### config.mk
export PLATFORM = sky130hd
export DESIGN_NAME = evt_irq_ctrl
export DESIGN_NICKNAME = d
export VERILOG_FILES = /design/src/rtl/evt_irq_pkg.sv /design/src/rtl/evt_cfg_regs.sv /design/src/rtl/evt_cause_reg.sv /design/src/rtl/evt_coalesce.sv /design/src/rtl/evt_irq_ctrl.sv
export SDC_FILE = /design/constraint.sdc
export NUM_CORES = 1
export LEC_CHECK = 0
export BUFFER_PORTS_ARGS = -buffer_cell sky130_fd_sc_hd__buf_2
export CAP_MARGIN = 5
export CELL_PAD_IN_SITES_DETAIL_PLACEMENT = 1
export CELL_PAD_IN_SITES_GLOBAL_PLACEMENT = 1
export CORE_ASPECT_RATIO = 0.8
export CORE_MARGIN = 2
export CORE_UTILIZATION = 45
export CTS_CLUSTER_SIZE = 28
export DETAILED_ROUTE_END_ITERATION = 10
export HOLD_SLACK_MARGIN = 0.06
export PLACE_DENSITY_LB_ADDON = 0.1
export SETUP_SLACK_MARGIN = 0.4
export SKIP_CTS_REPAIR_TIMING = 1
export SLEW_MARGIN = 30
export SYNTH_ARGS = -nofsm -noshare
export SYNTH_HDL_FRONTEND = slang
export SYNTH_SLANG_ARGS = --single-unit
### constraint.sdc
create_clock -name clk_i -period 5.7 [get_ports clk_i]
set_input_delay 0.285 -clock clk_i [delete_from_list [all_inputs] [get_ports clk_i]]
set_output_delay 0.285 -clock clk_i [all_outputs]
set_load 0.005 [all_outputs]
### src/rtl/evt_irq_pkg.sv
package evt_irq_pkg;
  localparam int unsigned NUM_SRC  = 12;
  localparam int unsigned DATA_W   = 32;
  localparam int unsigned LIM_W    = 16;
  localparam logic [31:0] COAL_RST = 32'h0001_0001;

  typedef enum logic [1:0] {
    SEL_CAUSE = 2'd0,
    SEL_MASK  = 2'd1,
    SEL_FORCE = 2'd2,
    SEL_COAL  = 2'd3
  } reg_sel_e;
endpackage

### src/rtl/evt_cfg_regs.sv
module evt_cfg_regs
  import evt_irq_pkg::*;
#(
  parameter int unsigned N_SRC = NUM_SRC,
  parameter int unsigned DW    = DATA_W,
  parameter int unsigned LW    = LIM_W
) (
  input  logic            clk_i,
  input  logic            rst_ni,
  input  logic            wr_en_i,
  input  reg_sel_e        sel_i,
  input  logic [DW-1:0]   wdata_i,
  output logic [N_SRC-1:0] mask_o,
  output logic [LW-1:0]   max_usec_o,
  output logic [LW-1:0]   max_cnt_o
);
  localparam logic [LW-1:0] USEC_RST = COAL_RST[LW-1:0];
  localparam logic [LW-1:0] CNT_RST  = COAL_RST[2*LW-1:LW];

  always_ff @(posedge clk_i or negedge rst_ni) begin
    if (!rst_ni) begin
      mask_o     <= '1;
      max_usec_o <= USEC_RST;
      max_cnt_o  <= CNT_RST;
    end else if (wr_en_i) begin
      if (sel_i == SEL_MASK) mask_o <= wdata_i[N_SRC-1:0];
      if (sel_i == SEL_COAL) begin
        max_usec_o <= wdata_i[LW-1:0];
        max_cnt_o  <= wdata_i[2*LW-1:LW];
      end
    end
  end
endmodule

### src/rtl/evt_cause_reg.sv
module evt_cause_reg
  import evt_irq_pkg::*;
#(
  parameter int unsigned N_SRC = NUM_SRC,
  parameter int unsigned DW    = DATA_W
) (
  input  logic             clk_i,
  input  logic             rst_ni,
  input  logic             wr_en_i,
  input  reg_sel_e         sel_i,
  input  logic [DW-1:0]    wdata_i,
  input  logic [N_SRC-1:0] event_i,
  output logic [N_SRC-1:0] force_o,
  output logic [N_SRC-1:0] cause_o
);
  logic clr_wr, frc_wr;
  assign clr_wr = wr_en_i && (sel_i == SEL_CAUSE);
  assign frc_wr = wr_en_i && (sel_i == SEL_FORCE);

  for (genvar b = 0; b < N_SRC; b++) begin : g_bit
    logic clr_b;
    assign force_o[b] = frc_wr && (wdata_i == DW'(b));
    assign clr_b      = clr_wr && wdata_i[b];

    // new event wins over an acknowledge in the same cycle
    always_ff @(posedge clk_i or negedge rst_ni) begin
      if (!rst_ni)                     cause_o[b] <= 1'b0;
      else if (event_i[b] || force_o[b]) cause_o[b] <= 1'b1;
      else if (clr_b)                  cause_o[b] <= 1'b0;
    end
  end
endmodule

### src/rtl/evt_coalesce.sv
module evt_coalesce
  import evt_irq_pkg::*;
#(
  parameter int unsigned N_SRC = NUM_SRC,
  parameter int unsigned LW    = LIM_W
) (
  input  logic             clk_i,
  input  logic             rst_ni,
  input  logic [N_SRC-1:0] event_i,
  input  logic [N_SRC-1:0] force_i,
  input  logic [N_SRC-1:0] mask_i,
  input  logic [N_SRC-1:0] cause_i,
  input  logic             tick_i,
  input  logic [LW-1:0]    max_cnt_i,
  input  logic [LW-1:0]    max_usec_i,
  output logic             pending_o,
  output logic             irq_o
);
  localparam int unsigned IW = $clog2(N_SRC + 1);

  logic [N_SRC-1:0] new_evt;
  logic [IW-1:0]    inc;
  logic [LW-1:0]    cnt_q, cnt_d, cnt_base, tmr_q, tmr_d;
  logic [LW:0]      cnt_sum;
  logic             cnt_hit, tmr_hit, both_off, irq_d;

  assign pending_o = |(cause_i & ~mask_i);
  assign new_evt   = (event_i | force_i) & ~mask_i;

  always_comb begin
    inc = '0;
    for (int i = 0; i < N_SRC; i++) inc = inc + IW'(new_evt[i]);
  end

  assign cnt_base = pending_o ? cnt_q : '0;
  assign cnt_sum  = {1'b0, cnt_base} + (LW + 1)'(inc);
  assign cnt_d    = cnt_sum[LW] ? '1 : cnt_sum[LW-1:0];

  always_comb begin
    tmr_d = tmr_q;
    if (!pending_o)                           tmr_d = '0;
    else if (tick_i && !irq_o && tmr_q != '1) tmr_d = tmr_q + 1'b1;
  end

  assign cnt_hit  = (max_cnt_i != '0) && (cnt_q >= max_cnt_i);
  assign tmr_hit  = (max_usec_i != '0) && (tmr_q >= max_usec_i);
  assign both_off = (max_cnt_i == '0) && (max_usec_i == '0);
  assign irq_d    = pending_o && (irq_o || cnt_hit || tmr_hit || both_off);

  always_ff @(posedge clk_i or negedge rst_ni) begin
    if (!rst_ni) begin
      cnt_q <= '0;
      tmr_q <= '0;
      irq_o <= 1'b0;
    end else begin
      cnt_q <= cnt_d;
      tmr_q <= tmr_d;
      irq_o <= irq_d;
    end
  end
endmodule

### src/rtl/evt_irq_ctrl.sv
module evt_irq_ctrl
  import evt_irq_pkg::*;
#(
  parameter int unsigned N_SRC = NUM_SRC,
  parameter int unsigned DW    = DATA_W,
  parameter int unsigned LW    = LIM_W
) (
  input  logic             clk_i,
  input  logic             rst_ni,
  input  logic             wr_en_i,
  input  logic [1:0]       addr_i,
  input  logic [DW-1:0]    wdata_i,
  output logic [DW-1:0]    rdata_o,
  input  logic [N_SRC-1:0] event_i,
  input  logic             tick_i,
  output logic             irq_o
);
  reg_sel_e         sel;
  logic [N_SRC-1:0] mask, cause, force_vec;
  logic [LW-1:0]    max_usec, max_cnt;
  logic             pending;

  assign sel = reg_sel_e'(addr_i);

  evt_cfg_regs #(.N_SRC(N_SRC), .DW(DW), .LW(LW)) u_cfg (
    .clk_i      (clk_i),
    .rst_ni     (rst_ni),
    .wr_en_i    (wr_en_i),
    .sel_i      (sel),
    .wdata_i    (wdata_i),
    .mask_o     (mask),
    .max_usec_o (max_usec),
    .max_cnt_o  (max_cnt)
  );

  evt_cause_reg #(.N_SRC(N_SRC), .DW(DW)) u_cause (
    .clk_i   (clk_i),
    .rst_ni  (rst_ni),
    .wr_en_i (wr_en_i),
    .sel_i   (sel),
    .wdata_i (wdata_i),
    .event_i (event_i),
    .force_o (force_vec),
    .cause_o (cause)
  );

  evt_coalesce #(.N_SRC(N_SRC), .LW(LW)) u_coal (
    .clk_i      (clk_i),
    .rst_ni     (rst_ni),
    .event_i    (event_i),
    .force_i    (force_vec),
    .mask_i     (mask),
    .cause_i    (cause),
    .tick_i     (tick_i),
    .max_cnt_i  (max_cnt),
    .max_usec_i (max_usec),
    .pending_o  (pending),
    .irq_o      (irq_o)
  );

  always_comb begin
    rdata_o = '0;
    unique case (sel)
      SEL_CAUSE: rdata_o[N_SRC-1:0] = cause;
      SEL_MASK:  rdata_o[N_SRC-1:0] = mask;
      SEL_FORCE: rdata_o = '0;
      SEL_COAL:  rdata_o[2*LW-1:0] = {max_cnt, max_usec};
      default:   rdata_o = '0;
    endcase
  end
endmodule

==> metrics.md, run 1 <==
| Metric | Value |
|---|---|
| Slew margin rel. | `0.464` |
| Total Routing Usage GR | `0.266` |
| Leakage power | `between 3 and 4 nW` |
| Register area | `2240 um^2` |
| Max-cap viol count | `0` |
| Initial antenna violation count | `0` |
| 1st-iter DRT viols | `roughly 220` |
| Synth Cell Area | `roughly 5700 um^2` |
| Total CTS buffers | `9` |
| Diode count | `0` |
| Min-delay worst type | `input pin to flip-flop` |
| Int Power | `1.71 mW` |
| Syn avg cell area | `10.1 um^2` |
| Area occupied by multi-input gates | `between 3000 and 4000 um^2` |
| Worst slew pin tran | `between 800 and 900 ps` |
| Setup_tns | `0 ps` |
| Max Freq | `approximately 190 MHz` |
| Fin worst setup slack | `between 300 and 400 ps` |
| Rows | `36` |
| CTS HTree Levels | `3` |
| Die ar. | `13700 um^2` |
| Synthesis warning total | `0` |
| CTS max path bufs | `2` |
| Worst EP required | `roughly 6000 ps` |
| Min Tclk post-route | `between 5000 and 6000 ps` |
| Async set or reset register ratio after synthesis | `1.00` |
| Synth unique cells | `53` |
| # nets final | `770` |
| R2R Setup Slk | `slightly above 1000 ps` |
| PD cells | `approximately 380 nW/um^2` |
| Syn nets | `668` |
| DRC | `0` |
| Setup crit end kind | `flip-flop` |
| Max-slew violations | `0` |
| DP Worst Slack | `-209 ps` |
| Skew-Pair Late Insertion Delay | `about 350 ps` |
| DRT Wirelength | `roughly 18000 um` |
| CP Launch Type | `input pin` |
| Worst Path Arrival | `around 5500 ps` |
| Number of synthesized flops with an enable pin | `0` |
| DP Area | `~6500 um^2` |
| Layout cells sized above 1 | `0.340` |
| Design area | `approximately 7000 um^2` |
| Initial Utilization | `0.467` |
| Comb power frac | `0.438` |
| Sw frac | `0.364` |
| Clock Root Buffer | `clkbuf_16` |
| Vias | `slightly below 5k` |
| Chip width | `between 100 and 150 um` |
| First-pass GRT wire length | `27600 um` |
| Final Hold Viols | `0` |
| CTS tree | `done` |
| Post-DP HPWL | `between 10000 and 15000 um` |
| Final period util | `0.932` |
| Clock Sinks | `89` |
| Synthesized instance count | `roughly 570` |
| Top_reg_cell synth | `dfrtp_1` |
| Number of port buffers | `82` |
| Part of the power in registers | `0.332` |
| Area Growth Syn to Fin | `22.5%` |
| Setup Skew | `roughly 6.7 ps` |
| Net Switching | `about 1 mW` |
| Number of global-route vias before repair | `approximately 5.1k` |
| Crit Path Class | `input pin to flip-flop` |
| WL/cell | `about 21 um` |
| Outcome | `finished clean` |
| FILL cells | `approximately 1.4k` |
| Placer congestion estimate | `between 0.8 and 0.9` |
| Yosys reg bits | `a little under 90` |
| CTS clk-pin slew, worst paths | `around 60 ps` |
| Final setup violation count | `0` |
| Vias/cell | `5.70` |
| Die Y | `~110 um` |
| Sequential area share after synthesis | `0.391` |
| Clock power frac | `0.231` |
| Overflow after GRT | `0` |
| Pin count of the biggest net entering global routing | `62` |
| Peak supply drop | `about 0.5 mV` |
| I/O pin count | `83` |
| Drt pass-1 iters | `4` |
| Core ar. | `12300 um^2` |
| Antenna Violating Nets Remaining | `0` |
| RSZ-0062 raised after global routing | `true` |
| Critical-path maximum fanout | `6` |
critical path, cell delays in order:
cell and delay [ps]:
buf_2 130, nor3_4 240, nand3_1 140, buf_6 160, buf_6 110, nor4_4 310, a21oi_2 120, or2_1 280
fa_1 530, fa_1 570, fa_1 430, fa_2 350, inv_2 70, fa_2 450, fa_2 370, a21o_1 230
a21oi_4 210, nor2_4 70, nand4b_1 130, buf_6 150, clkbuf_16 150, nand3_1 60
kinds of logic after synthesis:
logic type                 count (synthesis)  synth area share
and+or+nand+nor                          203             0.207
DFF                                       89             0.391
AOI/OAI and AO/OA                         82            0.0954
buffers and inverters                     67            0.0455
muxes                                     54             0.106
adders and majority gates                 49             0.117
xor gates and xnor gates                  25            0.0381
final cells by class:
type	count	share of cell area
Sequential cell	89	0.319
Tap cell	171	0.0304
Multi-Input combinational cell	413	0.483
Timing Repair Buffer	111	0.0982
Inverter	47	0.0251
Clock inverter	2	0.00498
Clock buffer	14	0.0390
synth_stat cells (all sizes together) (2+ instances only):
| cell type | instances | area (um^2) |
|---|---|---|
| a21oi | 27 | 139 |
| dfstp | 14 | 368 |
| o31ai | 2 | 15.0 |
| or2 | 11 | 68.8 |
| nor2b | 6 | 37.5 |
| inv | 47 | 176 |
| a21o | 7 | 52.6 |
| and4 | 5 | 46.3 |
| nor4 | 17 | 155 |
| buf | 4 | 25.0 |
| o211ai | 2 | 15.0 |
| fa | 8 | 160 |
| o21ai | 15 | 75.1 |
| nand3b | 3 | 22.5 |
| a22o | 12 | 105 |
| nand4 | 12 | 90.1 |
| nand2 | 48 | 180 |
| nor3 | 7 | 35.0 |
| a211oi | 7 | 52.6 |
| nor2 | 26 | 97.6 |
| clkbuf | 16 | 60.1 |
| and3 | 26 | 163 |
| nand3 | 15 | 75.1 |
| a31oi | 3 | 33.8 |
| nand2b | 15 | 93.8 |
| mux2 | 54 | 608 |
| nor3b | 4 | 41.3 |
| dfrtp | 75 | 1880 |
| xnor2 | 7 | 61.3 |
| xor2 | 18 | 158 |
| o2111ai | 3 | 26.3 |
| or3 | 2 | 12.5 |
| ha | 41 | 513 |
power groups by stage:
stage,Sequential (mW),Combinational (mW),Clock (mW)
floorplan,0.845,0.680,0
finish,0.893,1.18,0.621
global route,0.908,1.32,0.657
detailed placement,0.898,0.978,0
CTS,0.889,0.995,0.634
global placement,0.892,0.925,0
sequential cells by signal, indices dropped and copies added, names as in the netlist:
register	count
u_coal.tmr_q	16
u_coal.irq_o	1
u_cause.cause_o	12
u_coal.cnt_q	16
u_cfg.mask_o	12
u_cfg.max_cnt_o	16
u_cfg.max_usec_o	16
layout by cell type (no fill, tap or decap), types with 4 or more instances in the layout:
| cell type | netlist | final |
|---|---|---|
| nor4_2 | 3 | 4 |
| nand3_1 | 15 | 15 |
| buf_6 | 1 | 4 |
| fa_1 | 8 | 5 |
| nand4_1 | 11 | 11 |
| a21oi_1 | 26 | 20 |
| o21ai_0 | 14 | 6 |
| buf_4 | 0 | 24 |
| a21o_1 | 7 | 7 |
| nor2b_1 | 6 | 6 |
| a21oi_2 | 1 | 6 |
| clkbuf_16 | 0 | 10 |
| ha_1 | 41 | 39 |
| a22o_1 | 12 | 12 |
| mux2_2 | 54 | 54 |
| nand2_1 | 48 | 47 |
| dfstp_2 | 14 | 14 |
| and3_1 | 26 | 26 |
| xor2_1 | 18 | 18 |
| nor2_1 | 26 | 23 |
| nor4_1 | 12 | 10 |
| or2_1 | 11 | 11 |
| buf_2 | 2 | 79 |
| dfrtp_1 | 75 | 75 |
| a211oi_1 | 7 | 6 |
| and4_1 | 4 | 4 |
| o21ai_1 | 1 | 9 |
| inv_1 | 47 | 46 |
| xnor2_1 | 7 | 7 |
| nand2b_1 | 15 | 14 |
through the flow:
stage          hold WS (ps)  utilization  cells  power, mW
2_1_floorplan         -10.6            -    569       1.53
3_3_place_gp            242        0.525    821       1.82
3_5_place_dp            247        0.525    821       1.88
4_1_cts                -128        0.550    837       2.52
5_1_grt                 148        0.572    847       2.89
6_report                143        0.572    847       2.69
worst paths after layout:
check                           depth (start not counted)                           start                             end
worst min-delay path                                    3                      event_i[4]  u_cause.cause_o[4]$_DFFE_PN0P_
worst min register to register                          2  u_cause.cause_o[6]$_DFFE_PN0P_  u_cause.cause_o[6]$_DFFE_PN0P_
max in group asynchronous                               3                          rst_ni  u_cause.cause_o[6]$_DFFE_PN0P_
worst max-delay path                                   22                     wdata_i[27]       u_coal.cnt_q[9]$_DFF_PN0_
min in group asynchronous                               2                          rst_ni     u_coal.tmr_q[3]$_DFFE_PN0P_
worst max register to register                         17     u_cfg.mask_o[1]$_DFFE_PN1P_       u_coal.cnt_q[9]$_DFF_PN0_
metal layers:
layer | share of wire | wire (um) | GRT usage
met3 | 0.048 | 866 | 0.0614
met4 | 0.0091 | 163 | 0.0461
met5 | 0 | 0 | 0
met1 | 0.47 | 8440 | 0.385
met2 | 0.47 | 8500 | 0.413
(Power assumes the default switching activity.)
==> inputs of run 2 (changes only) <==
--- a/config.mk
+++ b/config.mk
@@ -10,8 +10,9 @@
 export CELL_PAD_IN_SITES_DETAIL_PLACEMENT = 1
 export CELL_PAD_IN_SITES_GLOBAL_PLACEMENT = 1
 export CORE_ASPECT_RATIO = 0.8
-export CORE_MARGIN = 2
-export CORE_UTILIZATION = 45
+export CORE_MARGIN = 8
+export CORE_UTILIZATION = 26
+export CTS_CLUSTER_DIAMETER = 40
 export CTS_CLUSTER_SIZE = 28
 export DETAILED_ROUTE_END_ITERATION = 10
 export HOLD_SLACK_MARGIN = 0.06
==> metrics.md, run 2 (synthesis gave the netlist of run 1 again) <==
| Metric | Value |
|---|---|
| Outcome | `finished clean (unchanged)` |
| Overflow after GRT | `0 (unchanged)` |
| CP max stage delay | `560 ps (was 570 ps)` |
| Clock Root Buffer | `clkbuf_16 (unchanged)` |
| Clock power frac | `0.219 (was 0.231)` |
| GR Util met1 | `0.216 (was 0.385)` |
| FILL cells | `2460 (was 1384)` |
| Final setup violation count | `0 (unchanged)` |
| Pin count of the biggest net entering global routing | `41 (was 62)` |
| Min Tclk post-route | `5390 ps (was 5310 ps)` |
| Most crowded layer after global routing | `met2 (unchanged)` |
| Rows | `48 (was 36)` |
| Met3 Use GR | `0.0299 (was 0.0614)` |
| Vias/cell | `4.94 (was 5.70)` |
| Slowest cell on crit path | `fa_1 (unchanged)` |
| Total Routing Usage GR | `0.147 (was 0.266)` |
| Max Freq | `185 MHz (was 188 MHz)` |
| Diode count | `0 (unchanged)` |
| I/O pin count | `83 (unchanged)` |
| Peak supply drop | `0.198 mV (was 0.502 mV)` |
| Initial Utilization | `0.266 (was 0.467)` |
| CTS tree | `done (unchanged)` |
| Comb power frac | `0.446 (was 0.438)` |
| Total CTS buffers | `9 (unchanged)` |
| Sw frac | `0.360 (was 0.364)` |
| Drt pass-1 iters | `4 (unchanged)` |
| Max-cap viol count | `0 (unchanged)` |
| Crit Path Class | `input pin to flip-flop (unchanged)` |
| Max-slew violations | `0 (unchanged)` |
| Placer congestion estimate | `0.847 (was 0.893)` |
| CTS clk-pin slew, worst paths | `70 ps (was 60 ps)` |
| Antenna Violating Nets Remaining | `0 (unchanged)` |
| Worst Path Arrival | `5630 ps (was 5540 ps)` |
| Number of global-route vias before repair | `5142 (was 5085)` |
| CP top delay family | `adder cells (unchanged)` |
| RSZ-0062 raised after global routing | `true (unchanged)` |
| CP Launch Type | `input pin (unchanged)` |
| Total Power | `2.68 mW (was 2.69 mW)` |
| Setup crit end kind | `flip-flop (unchanged)` |
| Worst R2R Start | `u_cfg.mask_o[0]$_DFFE_PN1P_ (was u_cfg.mask_o[1]$_DFFE_PN1P_)` |
| Post-DP HPWL | `15200 um (was 13200 um)` |
| First-pass GRT wire length | `30800 um (was 27600 um)` |
| Met2 GRT Util | `0.217 (was 0.413)` |
| Part of the power in registers | `0.335 (was 0.332)` |
| Setup Skew | `9.90 ps (was 6.72 ps)` |
| DP Worst Slack | `-73.4 ps (was -209 ps)` |
| Hold slack | `149 ps (was 143 ps)` |
| Number of port buffers | `82 (unchanged)` |
| Leakage power | `3.51 nW (was 3.43 nW)` |
| Slew margin rel. | `0.424 (was 0.464)` |
| CTS HTree Levels | `3 (unchanged)` |
| Min-delay worst type | `input pin to flip-flop (unchanged)` |
| Worst setup startpoint | `wdata_i[19] (was wdata_i[27])` |
| Final period util | `0.946 (was 0.932)` |
| Int Power | `1.72 mW (was 1.71 mW)` |
| Vias | `4775 (was 4830)` |
| Worst hold start | `event_i[2] (was event_i[4])` |
| Buf+Inv Stages, Crit Path | `7 (was 6)` |
| 1st-iter DRT viols | `218 (was 224)` |
| Most common cell after layout, fill and taps aside | `buf_2 (unchanged)` |
| Die Y | `149 um (was 105 um)` |
| Layout Cells excl Fill | `966 (was 847)` |
| PD cells | `370 nW/um^2 (was 383 nW/um^2)` |
| DRT Wirelength | `19700 um (was 18000 um)` |
| Initial antenna violation count | `1 (was 0)` |
| # nets final | `785 (was 770)` |
| Area Growth Syn to Fin | `26.2% (was 22.5%)` |
| Net Switching | `0.963 mW (was 0.979 mW)` |
| Chip width | `182 um (was 130 um)` |
| CTS max path bufs | `2 (unchanged)` |
| Most frequent cells in the layout | `79 x buf_2, 75 x dfrtp_1, 54 x mux2_2 (unchanged)` |
| Skew-Pair Late Insertion Delay | `350 ps (about the same)` |
| WL/cell | `20.4 um (was 21.2 um)` |
| Fin worst setup slack | `307 ps (was 389 ps)` |
| Placed Cells | `938 (was 821)` |
| Worst slew pin tran | `862 ps (was 804 ps)` |
| Core ar. | `21600 um^2 (was 12300 um^2)` |
| Crit-path cells | `buf_6 -> nor4_4 -> buf_4 -> nand3_2 -> buf_6 -> nor4_4 -> buf_4 -> a21oi_1 -> or2_1 -> fa_1 -> fa_1 -> fa_1 -> fa_2 -> inv_2 -> fa_2 -> fa_2 -> a21o_1 -> a21oi_4 -> nor2_4 -> nand4b_1 -> buf_4 -> clkbuf_16 -> nand2b_1 (was buf_2 -> nor3_4 -> nand3_1 -> buf_6 -> buf_6 -> nor4_4 -> a21oi_2 -> or2_1 -> fa_1 -> fa_1 -> fa_1 -> fa_2 -> inv_2 -> fa_2 -> fa_2 -> a21o_1 -> a21oi_4 -> nor2_4 -> nand4b_1 -> buf_6 -> clkbuf_16 -> nand3_1)` |
| Final Hold Viols | `0 (unchanged)` |
| Die ar. | `27100 um^2 (was 13700 um^2)` |
| DRC | `0 (unchanged)` |
| Critical-path maximum fanout | `6 (unchanged)` |
| Layout cells sized above 1 | `0.356 (was 0.340)` |
| Clock Sinks | `89 (unchanged)` |
| Worst EP required | `5940 ps (was 5930 ps)` |
## run 2: final timing paths
path / cells after the start / endpoint / slack, ps
min reg2reg: 2 / u_cause.cause_o[6]$_DFFE_PN0P_ / 510
min: 3 / u_cause.cause_o[2]$_DFFE_PN0P_ / 150
min in group asynchronous: 2 / u_cfg.max_usec_o[13]$_DFFE_PN0P_ / 400
max in group asynchronous: 4 / u_cfg.mask_o[11]$_DFFE_PN1P_ / 4210
max: 23 / u_coal.cnt_q[1]$_DFF_PN0_ / 310
max reg2reg: 17 / u_coal.cnt_q[1]$_DFF_PN0_ / 990
## run 2: power by group through the flow
stage	logic [mW]	clock network [mW]	registers [mW]
after floorplan	0.680	0	0.845
after global placement	0.987	0	0.907
after detailed placement	1.01	0	0.909
after CTS	1.02	0.612	0.897
after global routing	1.34	0.634	0.915
final	1.19	0.587	0.897
## run 2: metal layers
metal  routed length, um  part of all wire  up-vias
li1                    -                 -     2252
met1               10300              0.52     2419
met2                8340              0.42       92
met3                 856             0.043       12
met4                 191            0.0097        0
met5                   0                 0        -
## run 2: area by class of cell
cell class	count	area, um^2	area share
timing repair buffer	126	820	0.113
inverter	47	176	0.0243
multi-input combinational	413	3380	0.466
sequential	89	2240	0.310
clock inverter	5	30.0	0.00414
clock buffer	11	253	0.0349
tap	275	344	0.0475
## run 2: metrics by stage
| step | area [um^2] | setup TNS [ps] | util |
|---|---|---|---|
| after floorplan | 5770 | 0 | - |
| after CTS | 6990 | 0 | 0.323 |
| final | 7250 | 0 | 0.335 |
| after global placement | 6680 | 0 | 0.309 |
| after detailed placement | 6710 | -186 | 0.310 |
| after global routing | 7250 | 0 | 0.335 |
## run 2: worst min-delay path: cells and delay by family
| family | cells | cell delay [ps] |
|---|---|---|
| compound gates | 1 | 50 |
| buf+inv | 1 | 80 |
| simple gates | 1 | 50 |
